--- config.mk ---
export PLATFORM = sky130hd
export DESIGN_NAME = serial_outer_bank
export DESIGN_NICKNAME = d
export VERILOG_FILES = /design/src/rtl/obl_pkg.sv /design/src/rtl/obl_serial_acc.sv /design/src/rtl/obl_bank_map.sv /design/src/rtl/serial_outer_bank.sv
export SDC_FILE = /design/constraint.sdc
export NUM_CORES = 1
export LEC_CHECK = 0
export CAP_MARGIN = 10
export CORE_ASPECT_RATIO = 0.6
export CORE_MARGIN = 8
export CORE_UTILIZATION = 30
export CTS_CLUSTER_SIZE = 40
export DETAILED_ROUTE_END_ITERATION = 7
export DONT_BUFFER_PORTS = 1
export HOLD_SLACK_MARGIN = 0.06
export PLACE_DENSITY_LB_ADDON = 0.25
export SYNTH_ARGS = -nofsm -noshare
export SYNTH_HDL_FRONTEND = slang
export SYNTH_HIERARCHICAL = 1
export SYNTH_SLANG_ARGS = --single-unit
export TNS_END_PERCENT = 10
--- constraint.sdc ---
create_clock -name clk -period 3.1 [get_ports clk]
set_clock_uncertainty 0.05 [all_clocks]
set_input_delay 0.62 -clock clk [delete_from_list [all_inputs] [get_ports clk]]
set_output_delay 0.62 -clock clk [all_outputs]
set_load 0.02 [all_outputs]
--- src/rtl/obl_pkg.sv ---
package obl_pkg;
    localparam int OUTER_W = 4;
    localparam int CNT_W   = $clog2(OUTER_W);

    typedef struct packed {
        logic [OUTER_W-1:0] acc;
        logic [CNT_W-1:0]   cnt;
        logic [OUTER_W-1:0] outer;
    } ser_state_t;
endpackage

--- src/rtl/obl_serial_acc.sv ---
module obl_serial_acc
    import obl_pkg::*;
#(
    parameter int          ADDR_W   = 16,
    parameter int          DATA_W   = 8,
    parameter int          DATA_BIT = 3,
    parameter logic [3:0]  WIN_NIB  = 4'h5
) (
    input  logic                clk,
    input  logic                rst_n,
    input  logic                wr_en,
    input  logic [ADDR_W-1:0]   wr_addr,
    input  logic [DATA_W-1:0]   wr_data,
    output logic                hit,
    output logic [CNT_W-1:0]    cnt,
    output logic [OUTER_W-1:0]  outer
);
    localparam logic [CNT_W-1:0] LAST = CNT_W'(OUTER_W - 1);

    ser_state_t         st_d, st_q;
    logic [OUTER_W-1:0] merged;
    logic [ADDR_W-5:0]  unused_addr_lo;
    logic [DATA_W-1:0]  unused_data;

    assign unused_addr_lo = wr_addr[ADDR_W-5:0];
    assign unused_data    = wr_data;

    assign hit = wr_en && (wr_addr[ADDR_W-1 -: 4] == WIN_NIB);

    always_comb begin
        st_d   = st_q;
        merged = st_q.acc;
        merged[st_q.cnt] = wr_data[DATA_BIT];
        if (hit) begin
            if (st_q.cnt == LAST) begin
                st_d.outer = merged;
                st_d.acc   = '0;
                st_d.cnt   = '0;
            end else begin
                st_d.acc = merged;
                st_d.cnt = st_q.cnt + 1'b1;
            end
        end
    end

    always_ff @(posedge clk) begin
        if (!rst_n) st_q <= '0;
        else        st_q <= st_d;
    end

    assign cnt   = st_q.cnt;
    assign outer = st_q.outer;
endmodule

--- src/rtl/obl_bank_map.sv ---
module obl_bank_map
    import obl_pkg::*;
#(
    parameter int PRG_LO_W    = 4,
    parameter int CHR_IN_W    = 5,
    parameter int CHR_KEEP_W  = 3,
    parameter int CHR_RAM_BIT = 3,
    parameter int RAM_W       = 3
) (
    input  logic [OUTER_W-1:0]          outer,
    input  logic [PRG_LO_W-1:0]         inner_prg,
    input  logic [CHR_IN_W-1:0]         inner_chr,
    input  logic [CHR_IN_W-1:0]         inner_chr0,
    output logic [OUTER_W+PRG_LO_W-1:0] prg_bank,
    output logic [CHR_KEEP_W-1:0]       chr_bank,
    output logic [RAM_W-1:0]            ram_bank
);
    logic [CHR_IN_W-1:0] unused_chr;

    assign unused_chr = inner_chr ^ inner_chr0;

    assign prg_bank = {outer, inner_prg};
    assign chr_bank = inner_chr[CHR_KEEP_W-1:0];

    always_comb begin
        if (outer[1]) ram_bank = {1'b1, outer[2], outer[0]};
        else          ram_bank = {1'b0, outer[0], inner_chr0[CHR_RAM_BIT]};
    end
endmodule

--- src/rtl/serial_outer_bank.sv ---
module serial_outer_bank
    import obl_pkg::*;
#(
    parameter int ADDR_W     = 16,
    parameter int DATA_W     = 8,
    parameter int PRG_LO_W   = 4,
    parameter int CHR_IN_W   = 5,
    parameter int CHR_KEEP_W = 3,
    parameter int RAM_W      = 3,
    localparam int PRG_W     = OUTER_W + PRG_LO_W
) (
    input  logic                  clk,
    input  logic                  rst_n,
    input  logic                  wr_en,
    input  logic [ADDR_W-1:0]     wr_addr,
    input  logic [DATA_W-1:0]     wr_data,
    input  logic [PRG_LO_W-1:0]   inner_prg,
    input  logic [CHR_IN_W-1:0]   inner_chr,
    input  logic [CHR_IN_W-1:0]   inner_chr0,
    output logic [PRG_W-1:0]      prg_bank,
    output logic [CHR_KEEP_W-1:0] chr_bank,
    output logic [RAM_W-1:0]      ram_bank
);
    logic               hit;
    logic [CNT_W-1:0]   cnt;
    logic [OUTER_W-1:0] outer;

    obl_serial_acc #(
        .ADDR_W  (ADDR_W),
        .DATA_W  (DATA_W),
        .DATA_BIT(3),
        .WIN_NIB (4'h5)
    ) u_acc (
        .clk    (clk),
        .rst_n  (rst_n),
        .wr_en  (wr_en),
        .wr_addr(wr_addr),
        .wr_data(wr_data),
        .hit    (hit),
        .cnt    (cnt),
        .outer  (outer)
    );

    obl_bank_map #(
        .PRG_LO_W   (PRG_LO_W),
        .CHR_IN_W   (CHR_IN_W),
        .CHR_KEEP_W (CHR_KEEP_W),
        .CHR_RAM_BIT(3),
        .RAM_W      (RAM_W)
    ) u_map (
        .outer     (outer),
        .inner_prg (inner_prg),
        .inner_chr (inner_chr),
        .inner_chr0(inner_chr0),
        .prg_bank  (prg_bank),
        .chr_bank  (chr_bank),
        .ram_bank  (ram_bank)
    );
endmodule

==> impl_metrics.tcl, run 1 <==
set metrics [dict create \
    status "completed" \
    die_h_um 51.8 \
    ir_drop_v 0.000111 \
    crit_required_ns 2.43 \
    fmaxAchievable_ghz 0.492 \
    rsz0062_at_grt "false" \
    ctsResizeCount 0 \
    post-route-util_pct 27.7 \
    final-seq-area_sq_um 180 \
    first_pass_iters 4 \
    htreeDepth 1 \
    vias 445 \
    coreArea_sq_um 2100 \
    max_slew_margin_pct 66.2 \
    num_io_pins 55 \
    cts_tree "yes" \
    die_x_um 75.7 \
    cts_hold_buf 0 \
    p_total_mw 0.222 \
    final-setup-viol-count 0 \
    grt_pass1_wl_um 1960 \
    routed_wl_um 1260 \
    postCtsSetupBuffers 0 \
    nets 106 \
    die-area_sq_um 3920 \
    fin_cells 90 \
    routed_via_density 4.94 \
    synth_warnings 6 \
    worstPathCellList "mux2_2" \
    critPathTopFamily "flip-flops" \
    highest_layer "met3" \
    hold_violations 0 \
    gp_congestion 0.740 \
    finalSetupTns_ns 0 \
    finalMaxSlewViolations 0 \
    crit_buf_inv 0 \
    cp_max_fo 5 \
    fin_hold_ws_ns 0.413 \
    grt_max_degree 9 \
    io_buffers 0 \
    avgSynthCellArea_sq_um 8.79 \
    maxCapViolations 0 \
    hpwl_um 975 \
    grt_pass1_vias 392 \
    p_per_area_nw_per_um2 381 \
    netlist_instances 73 \
    multiInputGateArea_sq_um 327 \
    clk_pin_slew_ns 0.07 \
    clock_latency_ns 0.26 \
    drc 0 \
    num_rows 13 \
    holdCritPathClass "reg2reg" \
    wl_met3_um 186 \
    crit_slowest_cell "dfxtp_1" \
    timing_worst_setup_path_type "reg2out" \
    startpoint_type "register" \
    areaGrowthSynthToFinish_pct -9.36 \
    arrival_ns 1.36 \
    setup_slack_ns 1.07 \
    met2WireLength_um 505 \
    cts-root-buf "clkbuf_4" \
    numCtsBuffers 3 \
    grt-ovfl-total 0 \
    cts_buffer_depth 2 \
    track_usage_pct 6.82 \
    start_util_pct 30.6 \
    tightest_slew_ns 0.506 \
    fin_crit_ns 2.03 \
    n_fill_cell 229 \
    antenna_cells 0 \
    synth.net_count 118 \
    drive_gt1_share_pct 13.3 \
    dp_cells 86 \
    routedWlPerCell_um 14.0 \
    critPathMaxStageDelay_ns 0.64 \
    ant_nets 0 \
    syn_area_sq_um 642 \
    p_leak_nw 0.203 \
    drt_iter0_markers 33 \
    place_area_sq_um 556 \
    clock-sinks 9 \
    wl_met1_um 564 \
    post-route-period-util_pct 65.6 \
    final_area_sq_um 582 \
    crit_path_end_kind "primary output" \
    dp_slack_ns 1.34 \
    antenna_found_initial 0 \
]
layout by cell type (no fill, tap or decap):
cell type	count
nand3_1	4
clkbuf_1	1
nand2b_1	1
inv_1	3
nand3b_4	1
or4_1	1
mux2i_1	4
nand3b_1	1
o21ai_0	2
clkbuf_4	3
nor2_1	5
a211oi_1	3
nand2_1	2
and4bb_2	1
a21oi_1	8
and3b_2	1
mux2_2	2
and3b_1	1
ha_1	4
dfxtp_1	9
o31ai_1	3
where the power goes:
part           leakage [nW]  internal, mW  total [mW]  switching (mW)
logic                 0.116       0.00539      0.0138         0.00839
clock network        0.0150        0.0496      0.0915          0.0419
registers            0.0725         0.116       0.116        0.000416
worst register-to-register path, delay by kind of cell (launching register included):
kind	cells	cell delay, ns
fa+ha+maj	1	0.31
simple gates	1	0.27
flops	1	0.39
compound gates	2	0.29
path summary, 6_finish.rpt:
check	startpoint	to	slack, ns	depth (start not counted)
worst max-delay path	u_acc/outer[1]	ram_bank[1]	1.07	1
worst min-delay path	u_acc/st_q[6]	u_acc/st_q[6]	0.41	2
worst max register to register	u_acc/cnt[0]	u_acc/outer[2]	1.69	4
worst min register to register	u_acc/st_q[6]	u_acc/st_q[6]	0.41	2
sequential cells by signal (all words and copies together), names as in the netlist:
signal / flops
u_acc/outer: 4
u_acc/cnt: 2
u_acc/st_q: 3
routing by layer:
metal | vias to the layer above | track usage (%)
li1 | 216 | -
met1 | 205 | 8.23
met2 | 24 | 9.13
met3 | 0 | 5.36
met4 | 0 | 1.58
met5 | - | 0
cell type report:
cell class / count / area share, %
multi-input cells: 44 / 56.1
clock buffers: 4 / 4.52
flip-flops and latches: 9 / 31.0
inverters: 3 / 1.94
well taps: 30 / 6.45
Power figures use the tool's default switching activity.
==> run 2, diff against run 1 <==
- clock period: 3.1 -> 1.9 ns (I/O delays scaled with it)
==> run 2 against run 1 <==
Register-to-register slack got worse by 1.2 ns. Non-clock buffer count grew 1. Total power increased by 64%. Combinational power is 61% higher. Critical path depth is the same. Die area unchanged. First-iteration DRC count rose by 21%.
==> impl_metrics.tcl, run 2 (same netlist as run 1, synthesis figures left out) <==
set metrics [dict create \
    status "completed" \
    num_rows 13 \
    startpoint_type "register" \
    hpwl_um 977 \
    numCtsBuffers 3 \
    drt_iter0_markers 40 \
    cts_buffer_depth 2 \
    crit_cells 1 \
    areaGrowthSynthToFinish_pct -8.19 \
    rsz0062_at_grt "false" \
    min-delay-start "wr_data[3]" \
    use_met2_pct 9.84 \
    p_leak_nw 0.209 \
    multiInputGateArea_sq_um 327 \
    finalSetupTns_ns 0 \
    hold_violations 0 \
    cts_tree "yes" \
    critPathMaxStageDelay_ns 0.41 \
    crit_buf_inv 0 \
    clock_latency_ns 0.26 \
    htreeDepth 1 \
    n_fill_cell 226 \
    antenna_cells 0 \
    arrival_ns 1.05 \
    cts-root-buf "clkbuf_4" \
    start_util_pct 30.6 \
    crit_required_ns 1.47 \
    final_area_sq_um 589 \
    drive_gt1_share_pct 14.8 \
    ctsResizeCount 0 \
    crit_start "u_acc/outer[1]" \
    clk_pin_slew_ns 0.07 \
    final-seq-area_sq_um 180 \
    grt_pass1_wl_um 2160 \
    final-setup-viol-count 0 \
    die_h_um 51.8 \
    clock-sinks 9 \
    final_common_cell "dfxtp_1" \
    crit_path_end "ram_bank[1]" \
    maxCapViolations 0 \
    grtUsageMet1_pct 9.10 \
    gr-usage-met3_pct 5.94 \
    holdCritPathClass "in2reg" \
    ant_nets 0 \
    grt-ovfl-total 0 \
    routed_wl_um 1290 \
    timing.rr.end "u_acc/outer[0]" \
    fin_crit_ns 1.48 \
    finalMaxSlewViolations 0 \
    antenna_found_initial 0 \
    critPathTopFamily "multiplexers" \
    gp_congestion 0.743 \
    worstPathCellList "mux2_2" \
    ir_drop_v 0.000218 \
    max_slew_margin_pct 81.3 \
    p_per_area_nw_per_um2 616 \
    die_x_um 75.7 \
    crit_slowest_cell "mux2_2" \
    routedWlPerCell_um 14.1 \
    vias 434 \
    tightest_slew_ns 0.280 \
    reg2reg_from "u_acc/cnt[0]" \
    place_area_sq_um 563 \
    track_usage_pct 7.33 \
    routed_via_density 4.77 \
    die-area_sq_um 3920 \
    worst-r2r-setup-slack_ns 0.48 \
    num_io_pins 55 \
    first_pass_iters 4 \
    grt_pass1_vias 443 \
    crit_path_end_kind "primary output" \
    cts_hold_buf 0 \
    drc 0 \
    fmaxAchievable_ghz 0.676 \
    timing_worst_setup_path_type "reg2out" \
    post-route-period-util_pct 77.9 \
    reg2reg_depth 4 \
    final_cell_mix "9 x dfxtp_1, 8 x a21oi_1, 5 x nor2_1" \
    grt_max_degree 9 \
    coreArea_sq_um 2100 \
    nets 107 \
    busiest_layer "met2" \
    io_buffers 0 \
    cp_max_fo 3 \
    postCtsSetupBuffers 0 \
    largest_reg_flops 4 \
]
==> run 2: how the worst min path moves through the flow <==
stage / end / slack [ns] / depth (start not counted)
global route: u_acc/cnt[1] / 0.22 / 2
finish: u_acc/outer[3] / 0.21 / 2
global placement: u_acc/st_q[8] / 0.41 / 2
CTS: u_acc/outer[3] / 0.21 / 2
detailed placement: u_acc/st_q[6] / 0.42 / 2
floorplan: u_acc/st_q[6] / 0.39 / 2
==> run 2: power by group <==
group          switching [mW]  internal [mW]
clock network          0.0699         0.0810
registers            0.000704          0.189
logic                  0.0134        0.00879
==> run 2: per-layer routing <==
| metal | vias to the layer above | wire (um) |
|---|---|---|
| li1 | 218 | - |
| met1 | 195 | 595 |
| met2 | 21 | 503 |
| met3 | 0 | 188 |
| met4 | 0 | 0 |
| met5 | - | 0 |
==> run 2: area by class of cell <==
| class | instances | share of cell area, % |
|---|---|---|
| multi-input cells | 44 | 55.4 |
| flip-flops and latches | 9 | 30.6 |
| well taps | 30 | 6.37 |
| clock buffers | 4 | 4.46 |
| inverters | 3 | 1.91 |
| repair buffers | 1 | 1.27 |
==> run 2: metrics by stage <==
step	power [mW]	std cells	hold slack (ns)	util [%]	setup WS, ns
finish	0.363	91	0.215	28.1	0.420
global route	0.384	91	0.222	28.1	0.299
CTS	0.371	91	0.212	28.1	0.410
detailed placement	0.216	87	0.420	26.8	0.516
global placement	0.217	87	0.415	26.8	0.518
floorplan	0.234	73	0.393	-	0.607
==> run 3, diff against run 2 <==
- clock period: 1.9 -> 1.3 ns (I/O delays scaled with it)
==> run 3 against run 2 <==
Count of clock-buffer cells in the layout stayed put. First-iteration DRC count is 43% lower. Clock power is 48% higher. Utilization is 5.6 points higher. Cell area is 20% higher. Sequential share of layout area is 4.2 points lower. Cell count is 6.6% higher. Sequential power is 45% higher. Flip-flop and latch count stayed put. Combinational power is 86% higher. Worst setup slack worse by 0.40 ns. Largest power group unchanged. Highest routed layer unchanged.
==> impl_metrics.tcl, run 3 (same netlist as run 1, synthesis figures left out) <==
set metrics [dict create \
    final_area_sq_um 707 \
    maxCapViolations 0 \
    num_rows 13 \
    finalSetupTns_ns 0 \
    ant_nets 0 \
    hpwl_um 990 \
    drt_iter0_markers 23 \
    cts_buffer_depth 2 \
    vias 470 \
    antenna_found_initial 0 \
    track_usage_pct 7.22 \
    max_slew_margin_pct 80.3 \
    hold_violations 0 \
    cp_max_fo 3 \
    drc 0 \
    grt_pass1_vias 411 \
    cts_tree "yes" \
    largest_reg_flops 4 \
    cts_hold_buf 0 \
    numCtsBuffers 3 \
    start_util_pct 30.6 \
    routed_wl_um 1420 \
    cts-root-buf "clkbuf_4" \
    htreeDepth 1 \
    grt_max_degree 9 \
    grt_pass1_wl_um 2070 \
    drive_gt1_share_pct 38.8 \
    crit_path_end_kind "primary output" \
    coreArea_sq_um 2100 \
    clk_pin_slew_ns 0.07 \
    crit_required_ns 0.99 \
    final_cell_mix "7 x a21oi_1, 6 x dfxtp_1, 5 x buf_4, 5 x nor2_1" \
    num_io_pins 55 \
    crit_slowest_cell "dfxtp_4" \
    final_common_cell "a21oi_1" \
    clock-sinks 9 \
    post-route-period-util_pct 98.6 \
    finalMaxSlewViolations 0 \
    reg2reg_depth 3 \
    startpoint_type "register" \
    worstPathCellList "mux2_4" \
    place_area_sq_um 608 \
    postCtsSetupBuffers 0 \
    hold_path_depth 2 \
    fin_crit_ns 1.28 \
    status "completed" \
    first_pass_iters 4 \
    die_x_um 75.7 \
    holdCritPathClass "in2reg" \
    nets 113 \
    clock_latency_ns 0.27 \
    p_per_area_nw_per_um2 764 \
    die-area_sq_um 3920 \
    ir_drop_v 0.000271 \
    antenna_cells 0 \
    critPathMaxStageDelay_ns 0.37 \
    p_leak_nw 0.251 \
    tightest_slew_ns 0.296 \
    rsz0062_at_grt "true" \
    grt-ovfl-total 0 \
    gp_congestion 0.739 \
    arrival_ns 0.97 \
    fmaxAchievable_ghz 0.780 \
    io_buffers 0 \
    areaGrowthSynthToFinish_pct 10.1 \
    final-setup-viol-count 0 \
    critPathTopFamily "flip-flops" \
    routedWlPerCell_um 14.6 \
    die_h_um 51.8 \
    crit_buf_inv 0 \
    timing_worst_setup_path_type "reg2out" \
    crit_cells 1 \
    routed_via_density 4.85 \
]
[run 3: changes by cell type in the layout (fill, tap and decap cells not counted), sizes merged]
cell / before / now
buf: 1 / 7
[run 3: stage by stage]
step	hold WS [ns]	cells	setup WS (ns)	power, mW	util, %
floorplan	0.356	73	0.00713	0.342	-
global placement	0.364	93	-0.0214	0.320	29.0
detailed placement	0.367	93	-0.0222	0.319	29.0
CTS	0.0823	97	0.00769	0.544	30.8
global route	0.0706	97	-0.0149	0.572	33.7
finish	0.0862	97	0.0186	0.540	33.7
[run 3: metal layers]
layer  up-vias  global-route usage, %  part of all wire (%)
met4         0                  0.949                     0
li1        232                      -                     -
met5         -                      0                     0
met1       221                   9.35                    46
met2        17                   8.56                    42
met3         0                   6.51                    11
[run 3: cell type report]
class | count | area [sq um]
Fill cell | 223 | 1390
Clock buffer | 4 | 26.3
Tap cell | 30 | 37.5
Sequential cell | 9 | 186
Inverter | 3 | 16.3
Timing Repair Buffer | 7 | 60.1
Multi-Input combinational cell | 44 | 380
[run 3: path summary, 6_finish.rpt]
| kind | slack (ns) | end | startpoint |
|---|---|---|---|
| hold / removal | 0.09 | u_acc/outer[3] | wr_data[3] |
| setup / recovery | 0.02 | ram_bank[0] | u_acc/outer[1] |
| hold reg to reg | 0.42 | u_acc/st_q[8] | u_acc/st_q[8] |
| setup reg to reg | 0.04 | u_acc/cnt[0] | u_acc/cnt[0] |
[run 3: power by group]
part	internal (mW)	switching, mW
sequential	0.275	0.000964
clock	0.119	0.104
combinational	0.0181	0.0231
total	0.411	0.128
[run 3: timing repair]
action	CTS	global route
hold endpoints to repair	0	0
pin swaps	0	7
endpoints found under the setup margin	3	9
gates resized for setup	4	17
